===== src/rtl/sau_pkg.sv =====
package sau_pkg;

    typedef enum logic [1:0] {
        ATTR_S   = 2'd0,
        ATTR_NS  = 2'd1,
        ATTR_NSC = 2'd2
    } attr_e;

    localparam int STAT_W          = 8;
    localparam int STAT_VIOL_BIT   = 3;
    localparam int STAT_AVALID_BIT = 6;

    localparam int SEL_CTRL    = 0;
    localparam int SEL_STATUS  = 1;
    localparam int SEL_REGION0 = 16;

endpackage


===== src/rtl/sau_region.sv =====
module sau_region #(
    parameter int GW = 27
) (
    input  logic          clk,
    input  logic          rst_n,
    input  logic          wr_base,
    input  logic          wr_limit,
    input  logic [GW-1:0] wr_gran,
    input  logic          wr_en_bit,
    input  logic          wr_nsc_bit,
    input  logic [GW-1:0] probe_gran,
    output logic          hit,
    output logic          nsc
);

    typedef struct packed {
        logic [GW-1:0] base;
        logic [GW-1:0] limit;
        logic          en;
        logic          nsc;
    } region_t;

    region_t r_d, r_q;

    always_comb begin
        r_d = r_q;
        if (wr_base) begin
            r_d.base = wr_gran;
        end
        if (wr_limit) begin
            r_d.limit = wr_gran;
            r_d.en    = wr_en_bit;
            r_d.nsc   = wr_nsc_bit;
        end
    end

    always_ff @(posedge clk or negedge rst_n) begin
        if (!rst_n) begin
            r_q <= '0;
        end else begin
            r_q <= r_d;
        end
    end

    always_comb begin
        hit = r_q.en && (probe_gran >= r_q.base) && (probe_gran <= r_q.limit);
        nsc = r_q.nsc;
    end

endmodule


===== src/rtl/sau_resolve.sv =====
module sau_resolve
    import sau_pkg::*;
#(
    parameter int NUM_REGIONS = 8
) (
    input  logic [NUM_REGIONS-1:0] hit,
    input  logic [NUM_REGIONS-1:0] nsc,
    input  logic                   enable,
    output attr_e                  attr
);

    logic single_hit;
    logic callable;

    always_comb begin
        single_hit = ($countones(hit) == 1);
        callable   = |(hit & nsc);
        if (!enable || !single_hit) begin
            attr = ATTR_S;
        end else if (callable) begin
            attr = ATTR_NSC;
        end else begin
            attr = ATTR_NS;
        end
    end

endmodule


===== src/rtl/sau_syndrome.sv =====
module sau_syndrome
    import sau_pkg::*;
#(
    parameter int ADDR_W = 32
) (
    input  logic              clk,
    input  logic              rst_n,
    input  logic              viol,
    input  logic [ADDR_W-1:0] viol_addr,
    input  logic              clr_we,
    input  logic [STAT_W-1:0] clr_mask,
    output logic [STAT_W-1:0] status,
    output logic [ADDR_W-1:0] fault_addr
);

    typedef struct packed {
        logic [STAT_W-1:0] status;
        logic [ADDR_W-1:0] addr;
    } synd_t;

    synd_t s_d, s_q;

    always_comb begin
        s_d = s_q;
        if (clr_we) begin
            s_d.status = s_q.status & ~clr_mask;
        end
        if (viol) begin
            s_d.status[STAT_VIOL_BIT] = 1'b1;
            if (!s_d.status[STAT_AVALID_BIT]) begin
                s_d.status[STAT_AVALID_BIT] = 1'b1;
                s_d.addr                    = viol_addr;
            end
        end
    end

    always_ff @(posedge clk or negedge rst_n) begin
        if (!rst_n) begin
            s_q <= '0;
        end else begin
            s_q <= s_d;
        end
    end

    assign status     = s_q.status;
    assign fault_addr = s_q.addr;

endmodule


===== src/rtl/sau_top.sv =====
module sau_top
    import sau_pkg::*;
#(
    parameter int ADDR_W      = 32,
    parameter int NUM_REGIONS = 8,
    parameter int GRAN_BITS   = 5,
    parameter int SEL_W       = 5
) (
    input  logic              clk,
    input  logic              rst_n,
    input  logic              acc_valid,
    input  logic [ADDR_W-1:0] acc_addr,
    input  logic              acc_ns,
    input  logic              cfg_we,
    input  logic [SEL_W-1:0]  cfg_sel,
    input  logic [ADDR_W-1:0] cfg_wdata,
    output logic [1:0]        attr_o,
    output logic              viol_o,
    output logic [7:0]        fault_status_o,
    output logic [ADDR_W-1:0] fault_addr_o
);

    localparam int GW = ADDR_W - GRAN_BITS;

    typedef struct packed {
        logic  en;
        attr_e attr;
        logic  viol;
    } top_t;

    top_t st_d, st_q;

    logic [NUM_REGIONS-1:0] hit;
    logic [NUM_REGIONS-1:0] nsc;
    attr_e                  attr_now;
    logic                   viol_now;
    logic                   stat_clr;

    // One comparator per window; each decodes its own pair of selects.
    for (genvar g = 0; g < NUM_REGIONS; g++) begin : g_region
        logic wr_b, wr_l;
        assign wr_b = cfg_we && (cfg_sel == SEL_W'(SEL_REGION0 + 2 * g));
        assign wr_l = cfg_we && (cfg_sel == SEL_W'(SEL_REGION0 + 2 * g + 1));
        sau_region #(
            .GW (GW)
        ) u_region (
            .clk        (clk),
            .rst_n      (rst_n),
            .wr_base    (wr_b),
            .wr_limit   (wr_l),
            .wr_gran    (cfg_wdata[ADDR_W-1:GRAN_BITS]),
            .wr_en_bit  (cfg_wdata[0]),
            .wr_nsc_bit (cfg_wdata[1]),
            .probe_gran (acc_addr[ADDR_W-1:GRAN_BITS]),
            .hit        (hit[g]),
            .nsc        (nsc[g])
        );
    end

    sau_resolve #(
        .NUM_REGIONS (NUM_REGIONS)
    ) u_resolve (
        .hit    (hit),
        .nsc    (nsc),
        .enable (st_q.en),
        .attr   (attr_now)
    );

    assign viol_now = acc_valid && acc_ns && (attr_now == ATTR_S);
    assign stat_clr = cfg_we && (cfg_sel == SEL_W'(SEL_STATUS));

    always_comb begin
        st_d      = st_q;
        st_d.attr = attr_now;
        st_d.viol = viol_now;
        if (cfg_we && (cfg_sel == SEL_W'(SEL_CTRL))) begin
            st_d.en = cfg_wdata[0];
        end
    end

    always_ff @(posedge clk or negedge rst_n) begin
        if (!rst_n) begin
            st_q <= '0;
        end else begin
            st_q <= st_d;
        end
    end

    sau_syndrome #(
        .ADDR_W (ADDR_W)
    ) u_syndrome (
        .clk        (clk),
        .rst_n      (rst_n),
        .viol       (viol_now),
        .viol_addr  (acc_addr),
        .clr_we     (stat_clr),
        .clr_mask   (cfg_wdata[STAT_W-1:0]),
        .status     (fault_status_o),
        .fault_addr (fault_addr_o)
    );

    assign attr_o = st_q.attr;
    assign viol_o = st_q.viol;

endmodule


===== config.mk =====
export PLATFORM = sky130hd
export DESIGN_NAME = sau_top
export DESIGN_NICKNAME = d
export VERILOG_FILES = /design/src/rtl/sau_pkg.sv /design/src/rtl/sau_region.sv /design/src/rtl/sau_resolve.sv /design/src/rtl/sau_syndrome.sv /design/src/rtl/sau_top.sv
export SDC_FILE = /design/constraint.sdc
export NUM_CORES = 1
export LEC_CHECK = 0
export BUFFER_PORTS_ARGS = -buffer_cell sky130_fd_sc_hd__buf_2
export CORE_MARGIN = 3
export CORE_UTILIZATION = 45
export CTS_CLUSTER_DIAMETER = 100
export DETAILED_ROUTE_END_ITERATION = 6
export PLACE_DENSITY = 0.6
export SLEW_MARGIN = 30
export SYNTH_ARGS = -nofsm -noshare
export SYNTH_HDL_FRONTEND = slang
export SYNTH_SLANG_ARGS = --single-unit

===== constraint.sdc =====
create_clock -name clk -period 10.6 [get_ports clk]
set_input_delay 1.06 -clock clk [delete_from_list [all_inputs] [get_ports clk]]
set_output_delay 1.06 -clock clk [all_outputs]
set_load 0.05 [all_outputs]

==> metrics.txt <==
MaxCap Viol Count 0; row count 91; post-layout util 0.515; CTS tree done; Final nets 3559; Routed WL 80900 µm; min-delay worst type in -> async; R2R depth 20; largest net degree at the start of global routing 111; Hold-fix buffers, CTS 0; Fin Hold WS 0.315 ns; io pins 117; DPL Wire Length 55200 µm; drt wl/cell 20.6 µm; total number of vias 21555; Die Wd 258 µm; Crit. End Element flop; Max VDD drop 141 µV; Power Internal 4080 µW; Top FF cell, synth dfrtp_1; H-tree depth 2; vias per cell 5.49; share of post-route cells with drive strength above 1 0.143; port bufs 116; max_slew headroom 0.385; vias in the first global route 22088; initial antenna violation count 7; post-synthesis sequential area ratio 0.429; GR Overflow Total 0; CTS sink cnt 492; placed instance area 30300 µm²; Sequential Power Share 0.400; Netlist cell types 68; Clk pwr share 0.309; Worst EP arrival 7.37 ns; status finished, final reports clean; Layout Skew 0.0197 ns; # setup viols final 0; Post-DRT Antenna Nets 0; Post-Syn Instances 2950; CTS root buffer clkbuf_16; crit-path max FO 33; mapped cell area 28700 µm²; post-cts gate resize count 0; DRC violation count after routing 0; Worst setup SP type primary input; RR Startpoint g_region[2].u_region.r_q[8]; Yosys reg bits 492; Post-synth EDFFs 0; Sw Ratio 0.334; P per Cell Area 191 nW/µm²; Core Footprint 62400 µm²; worst slew pin tran 0.914 ns; first drt pass iteration count 6; standby leakage power 0.0158 µW; f_max 145 MHz; asr flop ratio synth 1.00; die extent in y 258 µm; Tot GR Track Use 0.246; r2r setup slk 4.40 ns; Setup TNS 0 ns; Layout area overhead 12.1%; fin crit share 0.649; Initial Utilization 0.460; Slew Limit Fails 0; routability congestion estimate 0.844; Crit path largest cell delay 0.79 ns; CP required 11.09 ns; Worst Setup Path Type in -> reg; Final min period 6.88 ns; DRT iter0 DRCs 1389; Synth warnings 0; final hold vios 0; CP max-delay cell a2111oi_0; worst path cell trace buf_2 > ha_1 > nand4_1 > a211oi_1 > a2111oi_0 > o21ai_0 > o21ai_0 > and3_1 > ha_1 > inv_1 > fa_1 > inv_1 > fa_1 > ha_1 > fa_1 > nor4b_1 > nand2_1 > and3_1 > nand2_4 > mux2_2; Synth Net Count 3466; Clk pin slew, worst setup/hold paths 0.06 ns; clk_lat worst skew 0.61 ns; Finished Cell Area 32200 µm²; post-CTS setup buffer count 0; first-pass GRT wire length 127000 µm; combinational power share 0.291; CTS max path bufs 3; r2r endpoint u_syndrome.fault_addr[9]; RSZ-0062 raised after global routing no; die area 66800 µm²; Psw 2050 µW; Inserted Clock Buffers 54; average cell area after synthesis 9.72 µm²
## how the worst max path moves through the flow
stage	startpoint	endpoint	slack, ns
after global routing	acc_addr[12]	u_syndrome.fault_addr[9]	3.62
after CTS	acc_addr[12]	u_syndrome.fault_addr[9]	3.78
after global placement	acc_addr[12]	u_syndrome.fault_addr[6]	2.94
after floorplan	acc_addr[30]	u_syndrome.fault_addr[10]	4.41
after detailed placement	acc_addr[12]	u_syndrome.fault_addr[9]	3.17
final	acc_addr[12]	u_syndrome.fault_addr[9]	3.72
## layer usage
metal  track usage  wire length [µm]  share of wire  vias up
li1              -                 -              -    10305
met1         0.332             36300           0.45    10617
met2         0.402             37600           0.46      479
met3        0.0368              3960          0.049      152
met4        0.0915              3070          0.038        2
met5             0                12        0.00015        -
## power groups by stage
stage	clock [µW]	combinational (µW)	sequential, µW
floorplan	0	1100	2580
global placement	0	1690	2470
detailed placement	0	1780	2480
CTS	1940	1790	2450
global route	2020	2040	2490
finish	1900	1780	2450
## cells in the mapped netlist, types with 3 or more instances
cell / instances / area (µm²)
buf_1: 4 / 15.0
nor3_1: 12 / 60.1
a21boi_0: 10 / 75.1
o31ai_1: 7 / 52.6
nand2b_1: 13 / 81.3
a21oi_1: 151 / 756
a21o_1: 42 / 315
nand2_1: 374 / 1400
o2bb2ai_1: 3 / 26.3
o21ai_0: 356 / 1780
nand3b_1: 8 / 60.1
or3_1: 4 / 25.0
clkbuf_1: 102 / 383
nor2b_1: 9 / 56.3
nand4_1: 57 / 357
and3_1: 6 / 37.5
o221ai_1: 3 / 26.3
and4_1: 9 / 78.8
nand3_1: 42 / 210
dfrtp_1: 492 / 12300
ha_1: 438 / 5480
a221oi_1: 6 / 52.6
o211ai_1: 5 / 37.5
nor2_1: 57 / 214
fa_1: 4 / 80.1
mux2_2: 179 / 2020
or4_1: 7 / 52.6
inv_1: 435 / 1630
nor4_1: 10 / 62.6
o21a_1: 6 / 45.0
a211oi_1: 30 / 225
o21bai_1: 7 / 52.6
a2111oi_0: 7 / 61.3
mux2_1: 12 / 135
## registers in the layout, summed over array words and instances (netlist names)
register,cells
g_region.u_region.r_q,440
u_syndrome.fault_addr,32
g_region.u_region.nsc,8
u_syndrome.status,8
attr_o,2
st_q,1
viol_o,1
## per-stage QoR
| stage | worst slack [ns] | total power (µW) | std cells |
|---|---|---|---|
| final | 3.72 | 6130 | 3929 |
| after global routing | 3.62 | 6550 | 3926 |
| after CTS | 3.78 | 6180 | 3921 |
| after detailed placement | 3.17 | 4260 | 3821 |
| after global placement | 2.94 | 4150 | 3817 |
| after floorplan | 4.41 | 3680 | 2950 |
## layout make-up
class                           instances  area [µm²]
Clock inverter                         22         171
Sequential cell                       492       12300
Multi-Input combinational cell       1916       14400
Fill cell                            5747       30200
Timing Repair Buffer                  144         945
Inverter                              435        1630
Antenna cell                            5        12.5
Tap cell                              837        1050
Clock buffer                           78        1610
## critical path, delay by kind of cell
family / cells / cell delay [ns]
AND/OR/NAND/NOR: 6 / 1.61
multiplexers: 1 / 0.40
adder cells (fa/ha/maj): 6 / 2.10
buffers and inverters: 3 / 0.62
AO/OA/AOI/OAI: 4 / 1.50
## kinds of logic (layout without fill, tap and decap cells)
kind of cell	after synthesis	in the layout	share of synthesized area
other	0	5	0
AND/OR/NAND/NOR	621	621	0.0984
adder cells (fa/ha/maj)	442	442	0.194
multiplexers	191	191	0.0750
flip-flops	492	492	0.429
buffers and inverters	542	679	0.0710
AO/OA/AOI/OAI	662	662	0.133
## placed cells by master, fill, tap and decap left out, drive strengths merged, types with 16 or more instances in the layout
master / n
clkinv: 16
clkbuf: 78
o21ai: 357
a21oi: 151
mux2: 191
ha: 438
a21o: 42
a211oi: 30
nand4: 59
nand3: 42
dfrtp: 492
nor2: 57
nand2: 374
inv: 436
buf: 144
Power figures use the tool's default switching activity.
